File: src/rtl/ga_ctrl_pkg.sv
package ga_ctrl_pkg;

  typedef enum logic [2:0] {
    ST_IDLE  = 3'd0,
    ST_SEL   = 3'd1,
    ST_XO    = 3'd2,
    ST_MDRAW = 3'd3,
    ST_MUT   = 3'd4,
    ST_INS   = 3'd5
  } ctrl_state_t;

  localparam logic [1:0] STOP_NONE = 2'b00;
  localparam logic [1:0] STOP_CAP  = 2'b01;
  localparam logic [1:0] STOP_STAG = 2'b10;

  localparam int RNG_W = 16;

  function automatic logic [RNG_W-1:0] rng_advance(input logic [RNG_W-1:0] s);
    return {s[RNG_W-2:0], s[15] ^ s[14] ^ s[12] ^ s[3]};
  endfunction

endpackage

File: src/rtl/ga_lfsr16.sv
module ga_lfsr16
  import ga_ctrl_pkg::*;
#(
  parameter logic [RNG_W-1:0] SEED = 16'hACE1
) (
  input  logic             clk,
  input  logic             rst_n,
  input  logic             step,
  output logic [RNG_W-1:0] state
);

  logic [RNG_W-1:0] state_q;

  always_ff @(posedge clk or negedge rst_n) begin
    if (!rst_n) begin
      state_q <= SEED;
    end else if (step) begin
      state_q <= rng_advance(state_q);
    end
  end

  assign state = state_q;

endmodule

File: src/rtl/ga_parent_pick.sv
module ga_parent_pick #(
  parameter int POP_SIZE = 197,
  parameter int IDX_W    = 8,
  parameter int NPAR     = 3
) (
  input  logic                       clk,
  input  logic                       rst_n,
  input  logic                       clear,
  input  logic                       draw_en,
  input  logic [IDX_W-1:0]           cand,
  output logic [NPAR-1:0][IDX_W-1:0] par,
  output logic                       last_accept
);

  localparam int SLOT_W = $clog2(NPAR + 1);
  localparam logic [IDX_W:0] POP_LIM = (IDX_W + 1)'(POP_SIZE);

  logic [SLOT_W-1:0]          slot_q;
  logic [NPAR-1:0][IDX_W-1:0] par_q;
  logic [NPAR-1:0]            hit_vec;
  logic                       in_range;
  logic                       accept;

  // One comparator per held parent; only filled slots take part
  for (genvar k = 0; k < NPAR; k++) begin : g_dup
    assign hit_vec[k] = (SLOT_W'(k) < slot_q) && (par_q[k] == cand);
  end

  assign in_range    = {1'b0, cand} < POP_LIM;
  assign accept      = draw_en && in_range && (hit_vec == '0);
  assign last_accept = accept && (slot_q == SLOT_W'(NPAR - 1));

  always_ff @(posedge clk or negedge rst_n) begin
    if (!rst_n) begin
      slot_q <= '0;
      par_q  <= '0;
    end else if (clear) begin
      slot_q <= '0;
    end else if (accept) begin
      par_q[slot_q] <= cand;
      slot_q        <= last_accept ? '0 : slot_q + 1'b1;
    end
  end

  assign par = par_q;

endmodule

File: src/rtl/ga_stop_track.sv
module ga_stop_track
  import ga_ctrl_pkg::*;
#(
  parameter int ITER_CAP = 50000,
  parameter int ITER_W   = 16,
  parameter int STAG_W   = 14,
  parameter int FIT_W    = 16
) (
  input  logic              clk,
  input  logic              rst_n,
  input  logic              clear,
  input  logic [STAG_W-1:0] win_in,
  input  logic              upd,
  input  logic [FIT_W-1:0]  fit,
  output logic [ITER_W-1:0] iter,
  output logic [STAG_W-1:0] stag,
  output logic [FIT_W-1:0]  best,
  output logic              stop_hit,
  output logic [1:0]        stop_why
);

  localparam logic [STAG_W-1:0] STAG_MAX = '1;
  localparam logic [ITER_W-1:0] CAP_V    = ITER_W'(ITER_CAP);

  logic [ITER_W-1:0] iter_q, iter_nx;
  logic [STAG_W-1:0] stag_q, stag_nx, win_q;
  logic [FIT_W-1:0]  best_q;
  logic              improved, cap_hit, stag_hit;

  assign improved = fit < best_q;
  assign iter_nx  = iter_q + 1'b1;
  assign stag_nx  = improved ? '0 :
                    (stag_q == STAG_MAX) ? stag_q : stag_q + 1'b1;
  assign cap_hit  = iter_nx == CAP_V;
  assign stag_hit = !improved && (stag_nx >= win_q);
  assign stop_hit = upd && (cap_hit || stag_hit);
  assign stop_why = cap_hit ? STOP_CAP : STOP_STAG;

  always_ff @(posedge clk or negedge rst_n) begin
    if (!rst_n) begin
      iter_q <= '0;
      stag_q <= '0;
      best_q <= '1;
      win_q  <= '0;
    end else if (clear) begin
      iter_q <= '0;
      stag_q <= '0;
      best_q <= '1;
      win_q  <= win_in;
    end else if (upd) begin
      iter_q <= iter_nx;
      stag_q <= stag_nx;
      if (improved) best_q <= fit;
    end
  end

  assign iter = iter_q;
  assign stag = stag_q;
  assign best = best_q;

endmodule

File: src/rtl/ga_iter_ctrl.sv
module ga_iter_ctrl
  import ga_ctrl_pkg::*;
#(
  parameter int               POP_SIZE   = 197,
  parameter int               ITER_CAP   = 50000,
  parameter int               STAG_W     = 14,
  parameter int               FIT_W      = 16,
  parameter int               MUT_THRESH = 655,
  parameter logic [RNG_W-1:0] LFSR_SEED  = 16'hACE1,
  localparam int              IDX_W      = $clog2(POP_SIZE),
  localparam int              ITER_W     = $clog2(ITER_CAP + 1)
) (
  input  logic              clk,
  input  logic              rst_n,
  input  logic              start,
  input  logic [STAG_W-1:0] stag_win,
  output logic              busy,
  output logic              done,
  output logic [1:0]        stop_code,
  output logic [ITER_W-1:0] iter_count,
  output logic [IDX_W-1:0]  par0,
  output logic [IDX_W-1:0]  par1,
  output logic [IDX_W-1:0]  par2,
  output logic              xo_start,
  input  logic              xo_done,
  output logic              mut_start,
  output logic [1:0]        mut_slot,
  input  logic              mut_done,
  output logic              ins_start,
  input  logic              ins_done,
  input  logic [FIT_W-1:0]  ins_fit
);

  localparam int               NPAR     = 3;
  localparam logic [1:0]       LAST_OFF = 2'(NPAR - 1);
  localparam logic [RNG_W-1:0] MUT_LIM  = RNG_W'(MUT_THRESH);

  ctrl_state_t state_q, state_d;
  logic [1:0]  mslot_q, mslot_d;
  logic        done_q, done_d;
  logic [1:0]  code_q, code_d;

  logic [RNG_W-1:0]           lfsr_q;
  logic                       lfsr_step;
  logic                       mut_hit;
  logic                       go;
  logic                       pick_last;
  logic [NPAR-1:0][IDX_W-1:0] par_w;
  logic                       upd;
  logic [ITER_W-1:0]          iter_q;
  logic [STAG_W-1:0]          stag_q;
  logic [FIT_W-1:0]           best_q;
  logic                       stop_hit;
  logic [1:0]                 stop_why;

  assign go        = (state_q == ST_IDLE) && start;
  assign lfsr_step = (state_q == ST_SEL) || (state_q == ST_MDRAW);
  assign mut_hit   = lfsr_q < MUT_LIM;
  assign upd       = (state_q == ST_INS) && ins_done;

  ga_lfsr16 #(.SEED(LFSR_SEED)) u_rng (
    .clk   (clk),
    .rst_n (rst_n),
    .step  (lfsr_step),
    .state (lfsr_q)
  );

  ga_parent_pick #(
    .POP_SIZE (POP_SIZE),
    .IDX_W    (IDX_W),
    .NPAR     (NPAR)
  ) u_pick (
    .clk         (clk),
    .rst_n       (rst_n),
    .clear       (go),
    .draw_en     (state_q == ST_SEL),
    .cand        (lfsr_q[IDX_W-1:0]),
    .par         (par_w),
    .last_accept (pick_last)
  );

  ga_stop_track #(
    .ITER_CAP (ITER_CAP),
    .ITER_W   (ITER_W),
    .STAG_W   (STAG_W),
    .FIT_W    (FIT_W)
  ) u_track (
    .clk      (clk),
    .rst_n    (rst_n),
    .clear    (go),
    .win_in   (stag_win),
    .upd      (upd),
    .fit      (ins_fit),
    .iter     (iter_q),
    .stag     (stag_q),
    .best     (best_q),
    .stop_hit (stop_hit),
    .stop_why (stop_why)
  );

  always_comb begin
    state_d = state_q;
    mslot_d = mslot_q;
    done_d  = done_q;
    code_d  = code_q;
    unique case (state_q)
      ST_IDLE: begin
        if (start) begin
          state_d = ST_SEL;
          done_d  = 1'b0;
          code_d  = STOP_NONE;
        end
      end
      ST_SEL: begin
        if (pick_last) state_d = ST_XO;
      end
      ST_XO: begin
        if (xo_done) begin
          state_d = ST_MDRAW;
          mslot_d = '0;
        end
      end
      ST_MDRAW: begin
        if (mut_hit) begin
          state_d = ST_MUT;
        end else if (mslot_q == LAST_OFF) begin
          state_d = ST_INS;
        end else begin
          mslot_d = mslot_q + 1'b1;
        end
      end
      ST_MUT: begin
        if (mut_done) begin
          if (mslot_q == LAST_OFF) begin
            state_d = ST_INS;
          end else begin
            state_d = ST_MDRAW;
            mslot_d = mslot_q + 1'b1;
          end
        end
      end
      ST_INS: begin
        if (ins_done) begin
          if (stop_hit) begin
            state_d = ST_IDLE;
            done_d  = 1'b1;
            code_d  = stop_why;
          end else begin
            state_d = ST_SEL;
          end
        end
      end
      default: state_d = ST_IDLE;
    endcase
  end

  always_ff @(posedge clk or negedge rst_n) begin
    if (!rst_n) begin
      state_q <= ST_IDLE;
      mslot_q <= '0;
      done_q  <= 1'b0;
      code_q  <= STOP_NONE;
    end else begin
      state_q <= state_d;
      mslot_q <= mslot_d;
      done_q  <= done_d;
      code_q  <= code_d;
    end
  end

  assign busy       = state_q != ST_IDLE;
  assign done       = done_q;
  assign stop_code  = code_q;
  assign iter_count = iter_q;
  assign par0       = par_w[0];
  assign par1       = par_w[1];
  assign par2       = par_w[2];
  assign xo_start   = state_q == ST_XO;
  assign mut_start  = state_q == ST_MUT;
  assign mut_slot   = mslot_q;
  assign ins_start  = state_q == ST_INS;

endmodule

File: config.mk
export PLATFORM = sky130hd
export DESIGN_NAME = ga_iter_ctrl
export DESIGN_NICKNAME = d
export VERILOG_FILES = /design/src/rtl/ga_ctrl_pkg.sv /design/src/rtl/ga_lfsr16.sv /design/src/rtl/ga_parent_pick.sv /design/src/rtl/ga_stop_track.sv /design/src/rtl/ga_iter_ctrl.sv
export SDC_FILE = /design/constraint.sdc
export NUM_CORES = 1
export LEC_CHECK = 0
export BUFFER_PORTS_ARGS = -buffer_cell sky130_fd_sc_hd__buf_2
export CAP_MARGIN = 20
export CORE_ASPECT_RATIO = 0.7
export CORE_MARGIN = 2
export CORE_UTILIZATION = 40
export CTS_CLUSTER_DIAMETER = 40
export DETAILED_ROUTE_END_ITERATION = 10
export PLACE_DENSITY = 0.55
export SLEW_MARGIN = 10
export SYNTH_ARGS = -nofsm -noshare
export SYNTH_HDL_FRONTEND = slang
export SYNTH_HIERARCHICAL = 1
export SYNTH_SLANG_ARGS = --single-unit
File: constraint.sdc
create_clock -name clk -period 5.35 [get_ports clk]
set_input_delay 1.07 -clock clk [delete_from_list [all_inputs] [get_ports clk]]
set_output_delay 1.07 -clock clk [all_outputs]
set_load 0.02 [all_outputs]
==> metrics.cfg, run 1 <==
[synthesis]
synth_edf_count=0
synth_warnings=6
synth_seq_cells=110
syn_inst=695
syn_area_per_cell_um2=9.70
ys.flop_type=dfrtp_1
synth.distinct_cells=77
synthArstFlopShare=1.00
synthesis.area_um2=6740
ys_seq_area_frac=0.413
synth_nets=763

[grt]
grt_start_max_net_pins=102
grt_usage=0.180
grt_pass1_vias=5108
grt_pass1_wl_um=26100
grt_overflow=0
antenna_found_initial=0

[route]
wl_per_cell_um=15.7
vias_per_cell=5.31
wirelength_um=15500
num_vias=5217
drt-initial-drc-count=311
ant_nets=0
drc_errors=0
dr.pass1.iters=4

[pwr]
ir_drop_v=0.000197
powerDensity_nw_per_um2=496
p_leak_nw=3.38

[die]
die_y_um=113
die_w_um=159
boundaryPins=85
std_cell_rows=39
initial_utilization=0.411
die-area_um2=17900
core_um2=16400

[setup_path]
worstPathArrival_ps=4890
worst-setup-path-type=in2reg
crit_path_end_kind=flip-flop
start_kind=input pin
crit_buf_inv=1
crit_top_cell=a21oi_1
cp_top_family=compound AO/OA/AOI/OAI gates
cpMaxStageDelayCell=and2_1
critPathMaxStageDelay_ps=550
critPathMaxFanout=14
crit_chain=buf_2 > ha_1 > a21oi_1 > o21ai_0 > a221oi_1 > and2_1 > nor2_1 > ha_1 > a21o_1 > nand3_1 > a21oi_1 > a2111oi_0 > a21oi_1 > o21a_1 > nand4_1 > a21oi_4 > mux2_1
rrSetupSlack_ps=970
cp.required_ps=5600

[sta]
slew_viol_final=0
tightestPinTransition_ps=956
setup_viol=0
rsz0062_at_grt=false
fin_skew_ps=8.67
timing.final.crit_period_ps=4650
post-route-period-util=0.868
fmax_ghz=0.215
final_hold_viol_count=0
finalSetupTns_ps=0
max-slew-margin-rel=0.362

[clock_network]
ctsResizeCount=0
postCtsSetupBuffers=0
cts_hold_buffers=0
numCtsBuffers=9
cts.sink_count=110
cts_buffer_depth=2
cts_root_buf=clkbuf_16
ctsHtreeMaxLevel=3
clk_latency_ps=360
cts_tree=yes
clk_pin_slew_ps=70

[place]
gp_congestion=0.871
hpwl_um=10900
placed_area_um2=7260
portBuffers=84

[status]
status=complete, no violations

[layout]
area_growth_pct=12.4
diodes=0
nets=821
drive_gt1_frac=0.260
design_area_um2=7570

[flow_run]
drv_cap=0

[min_path]
min-delay-path-class=reg2reg

==> placed cells by master, fill, tap and decap left out, drive strengths merged, types with 11 or more instances in the layout <==
master   n
buf     90
dfrtp   86
nor2    72
nand2   45
a21oi   45
mux2    43
inv     42
o21ai   37
xor2    34
ha      32
nor3    31
dfstp   24
nand4   22
xnor2   21
nor4    18
nand3   16
nand2b  12
clkbuf  11
==> per-layer routing <==
layer	global-route usage	wire length, µm	part of all wire
met3	0.0473	879	0.057
met4	0.0479	192	0.012
met2	0.261	6580	0.43
met5	0	0	0
met1	0.266	7810	0.51
==> power by group <==
group	internal, W	switching [W]	leakage (nW)
registers	0.00120	0.000368	1.35
clock network	0.000376	0.000310	0.142
logic	0.000713	0.000788	1.89
total	0.00229	0.00147	3.38
==> sequential cells by signal, indices dropped and copies added (netlist names) <==
register       flops
state_q            3
u_track/stag      14
u_track/win_q     14
stop_code          2
u_track/best      16
done               1
u_rng/state       16
u_pick/slot_q      2
u_track/iter      16
mut_slot           2
u_pick/par        24
==> final cells by class <==
cell class,instances,area (µm²)
multi-input combinational,500,3580
sequential,110,2780
tap,225,282
fill,1561,8820
inverter,42,158
clock buffer,11,243
timing repair buffer,90,472
clock inverter,5,58.8
==> worst paths after layout <==
check	startpoint	end	cells after the start
setup reg to reg	u_track/best[9]$_DFFE_PN1P_	done$_DFFE_PN0P_	17
setup / recovery	ins_fit[9]	done$_DFFE_PN0P_	17
min in group asynchronous	rst_n	mut_slot[1]$_DFFE_PN0P_	1
hold reg to reg	done$_DFFE_PN0P_	done$_DFFE_PN0P_	1
hold / removal	done$_DFFE_PN0P_	done$_DFFE_PN0P_	1
max in group asynchronous	rst_n	u_rng/state[10]$_DFFE_PN1P_	2
==> metrics by stage <==
| step | worst slack [ps] | std cells | hold slack, ps | total power [W] | util |
|---|---|---|---|---|---|
| finish | 704 | 983 | 493 | 0.00375 | 0.462 |
| global route | 397 | 983 | 511 | 0.00403 | 0.462 |
| CTS | 684 | 982 | 500 | 0.00378 | 0.461 |
| detailed placement | 299 | 966 | 481 | 0.00308 | 0.443 |
| global placement | 486 | 966 | 472 | 0.00303 | 0.443 |
| floorplan | 1060 | 695 | 477 | 0.00270 | - |
==> cell usage after synthesis, types with 14 or more instances <==
cell type / n / share of area
nand4_1: 21 / 0.019
inv_1: 40 / 0.022
o21ai_0: 23 / 0.017
nor2_1: 72 / 0.040
o21ai_1: 14 / 0.010
ha_1: 32 / 0.059
dfstp_2: 24 / 0.094
a21oi_1: 43 / 0.032
nand3_1: 14 / 0.010
nand2_1: 44 / 0.025
mux2_2: 24 / 0.040
xor2_1: 34 / 0.044
clkbuf_1: 21 / 0.012
xnor2_1: 21 / 0.027
nor3_1: 30 / 0.022
dfrtp_1: 86 / 0.32
mux2_4: 16 / 0.036
==> cells by family (layout without fill, tap and decap cells) <==
group,Yosys count,after routing,share of synthesized area
AND/OR/NAND/NOR,251,251,0.202
AO/OA/AOI/OAI,114,114,0.109
flip-flops,110,110,0.413
buffers and inverters,85,148,0.0572
XOR/XNOR,55,55,0.0715
multiplexers,48,48,0.0882
adder cells (fa/ha/maj),32,32,0.0594
Note: power is estimated with default switching activity, not from simulation.
==> run 2, diff against run 1 <==
- CTS_CLUSTER_SIZE: not set -> 30
- clock period: 5.35 -> 5.47 ns (I/O delays scaled with it)
==> run 2 against run 1 <==
Net effect: hold slack gained 2.4 ps; combinational power fell by 3%; clock skew is essentially flat; flip-flop and latch count unchanged; routed wire length down 0.71%; global-route usage down 0.14 points; clock power is 3.8% lower.
==> metrics.cfg, run 2 (synthesized netlist as in run 1, its figures left out) <==
[die]
initial_utilization=0.411  ; unchanged
core_um2=16400  ; unchanged
die_y_um=113  ; unchanged
boundaryPins=85  ; unchanged
die-area_um2=17900  ; unchanged
std_cell_rows=39  ; unchanged
die_w_um=159  ; unchanged

[route]
wl_per_cell_um=15.6  ; -0.71%
dr.pass1.iters=5  ; +1
wirelength_um=15400  ; -0.71%
drt-initial-drc-count=323  ; +3.9%
num_vias=5210  ; -0.13%
drc_errors=0  ; unchanged
vias_per_cell=5.30  ; -0.13%
ant_nets=0  ; unchanged

[layout]
area_growth_pct=12.3  ; about the same
drive_gt1_frac=0.259  ; -0.00132
largest_register_ffs=24  ; unchanged
nFillCells=1604  ; +2.8%
design_area_um2=7570  ; about the same
nets=821  ; unchanged
layout_common_cells=dfrtp_1, buf_2, nor2_1
diodes=0  ; unchanged
final_common_cell=dfrtp_1

[grt]
grt_start_max_net_pins=75  ; -26%
grt_overflow=0  ; unchanged
grt_usage=0.179  ; -0.00137
grt_pass1_vias=5073  ; -0.69%
grt_pass1_wl_um=26000  ; -0.29%
antenna_found_initial=0  ; unchanged

[place]
placed_area_um2=7260  ; unchanged
hpwl_um=11000  ; +0.99%
portBuffers=84  ; unchanged
gp_congestion=0.846  ; -2.9%
preCtsSetupSlack_ps=361  ; +61.9 ps

[setup_path]
crit_top_cell=a21oi_1
crit_chain=buf_2 > ha_1 > a21oi_1 > o21ai_0 > a221oi_1 > and2_1 > nor2_1 > ha_1 > a21o_1 > nand3_1 > a21oi_1 > a2111oi_0 > a21oi_1 > o21a_1 > nand4_1 > a21oi_4 > mux2_1
worst-setup-path-type=in2reg
critPathMaxFanout=14  ; unchanged
reg2reg_depth=17  ; unchanged
timing.rr.end=done$_DFFE_PN0P_
cp.required_ps=5700  ; +100 ps
r2r_start=u_track/best[11]$_DFFE_PN1P_
critical_path.startpoint=ins_fit[11]
worstPathArrival_ps=4990  ; +100 ps
crit_path_end_kind=flip-flop
cpMaxStageDelayCell=and2_1
crit_end=done$_DFFE_PN0P_
critPathMaxStageDelay_ps=570  ; +20 ps
start_kind=input pin
rrSetupSlack_ps=1010  ; +40 ps

[sta]
worst_slack_ps=710  ; +6.20 ps
tightestPinTransition_ps=1000  ; +45.8 ps
setup_viol=0  ; unchanged
finalSetupTns_ps=0  ; unchanged
fmax_ghz=0.210
timing.final.crit_period_ps=4760
max-slew-margin-rel=0.326  ; -0.0361
post-route-period-util=0.870
final_hold_viol_count=0  ; unchanged
slew_viol_final=0  ; unchanged
fin_skew_ps=8.22  ; -0.450 ps
rsz0062_at_grt=false
holdWs_ps=495  ; +2.44 ps

[clock_network]
cts_hold_buffers=0  ; unchanged
cts.sink_count=110  ; unchanged
ctsResizeCount=0  ; unchanged
ctsHtreeMaxLevel=3  ; unchanged
postCtsSetupBuffers=0  ; unchanged
cts_root_buf=clkbuf_16
cts_tree=yes
cts_buffer_depth=2  ; unchanged
numCtsBuffers=9  ; unchanged
clk_pin_slew_ps=70  ; about the same
clk_latency_ps=350  ; about the same

[status]
status=complete, no violations

[min_path]
min-delay-path-class=reg2reg

[pwr]
ir_drop_v=0.000204  ; +3.3%
powerDensity_nw_per_um2=481  ; -2.9%
p_leak_nw=3.38  ; about the same

[flow_run]
drv_cap=0  ; unchanged

==> run 2: critical path: cells and delay by family <==
kind            cells  cell delay [ps]
fa+ha+maj           2              630
buf+inv             1              110
simple gates        4              910
compound gates      9             1930
mux                 1              330
==> run 2: final cells by class <==
cell class	count	area, µm²	area share
repair buffers	90	475	0.0628
clock inverters	5	60.1	0.00794
inverters	42	158	0.0208
multi-input cells	500	3580	0.473
flip-flops and latches	110	2780	0.368
clock buffers	11	233	0.0307
well taps	225	282	0.0372
==> run 2: routing by layer <==
layer	GRT usage	share of wire
met5	0	0
met4	0.0461	0.012
met3	0.0388	0.045
met2	0.261	0.42
met1	0.267	0.52
==> run 2: how the worst min path moves through the flow <==
stage	start	endpoint	slack [ps]	depth (start not counted)
finish	done$_DFFE_PN0P_	done$_DFFE_PN0P_	500	1
global route	done$_DFFE_PN0P_	done$_DFFE_PN0P_	520	1
CTS	done$_DFFE_PN0P_	done$_DFFE_PN0P_	500	1
detailed placement	done$_DFFE_PN0P_	done$_DFFE_PN0P_	490	1
global placement	done$_DFFE_PN0P_	done$_DFFE_PN0P_	470	1
floorplan	u_rng/state[0]$_DFFE_PN1P_	u_rng/state[0]$_DFFE_PN1P_	480	2
==> run 2: per-stage QoR <==
stage          instances  utilization  total power (W)
5_1_grt              983        0.462          0.00392
2_1_floorplan        695            -          0.00264
6_report             983        0.462          0.00364
4_1_cts              982        0.461          0.00368
3_3_place_gp         966        0.443          0.00296
3_5_place_dp         966        0.443          0.00300
==> run 2: where the power goes <==
part | leakage, nW | total (W) | switching, W | internal (W)
Combinational | 1.89 | 0.00146 | 0.000760 | 0.000697
Sequential | 1.35 | 0.00152 | 0.000353 | 0.00117
Clock | 0.140 | 0.000660 | 0.000303 | 0.000357
Total | 3.38 | 0.00364 | 0.00142 | 0.00223
==> run 3, diff against run 2 <==
- clock period: 5.47 -> 5.86 ns (I/O delays scaled with it)
==> run 3 against run 2 <==
Net effect: non-clock buffer count unchanged; sequential share of layout area barely moved; global-route usage grew 0.23 points; largest power group unchanged; routed wire length is 0.73% higher; first-iteration DRC count fell by 19%; cell count did not move; critical endpoint unchanged; setup slack gained 350 ps; via count grew 0.33%; critical path depth unchanged.
==> metrics.cfg, run 3 (synthesized netlist as in run 1, its figures left out) <==
[sta]
rsz0062_at_grt=false
final_hold_viol_count=0  ; unchanged
setup_viol=0  ; unchanged
fin_skew_ps=9.62  ; +1.40 ps
fmax_ghz=0.209
max-slew-margin-rel=0.352  ; +0.0255
timing.final.crit_period_ps=4800
post-route-period-util=0.818
tightestPinTransition_ps=964  ; -37.9 ps
finalSetupTns_ps=0  ; unchanged
slew_viol_final=0  ; unchanged

[die]
die-area_um2=17900  ; unchanged
die_y_um=113  ; unchanged
die_w_um=159  ; unchanged
boundaryPins=85  ; unchanged
std_cell_rows=39  ; unchanged
initial_utilization=0.411  ; unchanged
core_um2=16400  ; unchanged

[clock_network]
cts_tree=yes
cts_buffer_depth=2  ; unchanged
postCtsSetupBuffers=0  ; unchanged
clk_latency_ps=360  ; about the same
cts_hold_buffers=0  ; unchanged
cts.sink_count=110  ; unchanged
ctsHtreeMaxLevel=3  ; unchanged
ctsResizeCount=0  ; unchanged
cts_root_buf=clkbuf_16
numCtsBuffers=9  ; unchanged
clk_pin_slew_ps=80  ; about the same

[pwr]
ir_drop_v=0.000199  ; -2.5%
powerDensity_nw_per_um2=452  ; -6.1%
p_leak_nw=3.38  ; about the same

[place]
placed_area_um2=7260  ; unchanged
portBuffers=84  ; unchanged
hpwl_um=11000  ; about the same
gp_congestion=0.846  ; about the same

[setup_path]
cp.depth=17  ; unchanged
crit_path_end_kind=flip-flop
crit_chain=buf_2 > ha_1 > a21oi_1 > o21ai_0 > a221oi_1 > and2_1 > nor2_1 > ha_1 > a21o_1 > nand3_1 > a21oi_1 > a2111oi_0 > a21oi_1 > o21a_1 > nand4_1 > a21oi_4 > mux2_1
cp.required_ps=6110  ; +410 ps
start_kind=input pin
crit_top_cell=a21oi_1
worstPathArrival_ps=5040  ; +50 ps
crit_buf_inv=1  ; unchanged
reg2reg_depth=17  ; unchanged
critPathMaxFanout=14  ; unchanged
critPathMaxStageDelay_ps=560  ; about the same
worst-setup-path-type=in2reg
cpMaxStageDelayCell=and2_1
cp_top_family=compound AO/OA/AOI/OAI gates

[route]
wl_per_cell_um=15.7  ; +0.73%
wirelength_um=15500  ; +0.73%
num_vias=5227  ; +0.33%
ant_nets=0  ; unchanged
drt-initial-drc-count=262  ; -19%
vias_per_cell=5.32  ; +0.33%
dr.pass1.iters=4  ; -1
drc_errors=0  ; unchanged

[flow_run]
drv_cap=0  ; unchanged

[layout]
diodes=0  ; unchanged
area_growth_pct=12.3  ; about the same
nFillCells=1591  ; -0.81%
final_common_cell=dfrtp_1
drive_gt1_frac=0.260  ; +0.00132
layout_common_cells=dfrtp_1, buf_2, nor2_1
largest_register_ffs=24  ; unchanged
nets=821  ; unchanged
design_area_um2=7570  ; about the same

[min_path]
hold_depth=1  ; unchanged
min-delay-path-class=reg2reg

[grt]
antenna_found_initial=0  ; unchanged
grt_overflow=0  ; unchanged
grt_start_max_net_pins=71  ; -5.3%
grt_pass1_wl_um=26400  ; +1.4%
grt_pass1_vias=5147  ; +1.5%
grt_usage=0.181  ; +0.00232

[status]
status=complete, no violations

[run 3: changes by cell type in the layout (fill, tap and decap cells not counted)]
cell,delta
inv_6,+3
clkinv_4,-2
buf_6,+1
buf_8,-1
clkbuf_1,-1
[run 3: cell type report]
cell class | count | area [µm²] | share of cell area
repair buffers | 90 | 472 | 0.0623
flip-flops and latches | 110 | 2780 | 0.368
inverters | 42 | 158 | 0.0208
clock inverters | 6 | 68.8 | 0.00909
multi-input cells | 500 | 3580 | 0.473
clock buffers | 10 | 229 | 0.0302
well taps | 225 | 282 | 0.0372
[run 3: per-layer routing]
metal | vias to the layer above | wire length [µm] | track usage
met5 | - | 0 | 0
met4 | 0 | 215 | 0.0545
li1 | 2552 | - | -
met1 | 2543 | 7890 | 0.266
met2 | 116 | 6630 | 0.266
met3 | 16 | 727 | 0.0403
[run 3: worst paths after layout]
check / end / slack [ps] / start
setup / recovery: done$_DFFE_PN0P_ / 1060 / ins_fit[11]
setup reg to reg: done$_DFFE_PN0P_ / 1430 / u_track/best[11]$_DFFE_PN1P_
hold reg to reg: done$_DFFE_PN0P_ / 500 / done$_DFFE_PN0P_
max in group asynchronous: u_rng/state[11]$_DFFE_PN1P_ / 3790 / rst_n
min in group asynchronous: u_track/stag[9]$_DFFE_PN0P_ / 950 / rst_n
hold / removal: done$_DFFE_PN0P_ / 500 / done$_DFFE_PN0P_
[run 3: stage by stage]
step	power, W	hold slack [ps]	utilization	std cells	setup WS, ps
floorplan	0.00246	477	-	695	1470
global placement	0.00276	470	0.443	966	891
detailed placement	0.00280	483	0.443	966	645
CTS	0.00345	500	0.461	982	1030
global route	0.00369	517	0.462	983	758
finish	0.00342	501	0.462	983	1060
[run 3: where the power goes]
part,internal (W),switching (W)
registers,0.00109,0.000329
clock network,0.000336,0.000294
logic,0.000650,0.000719
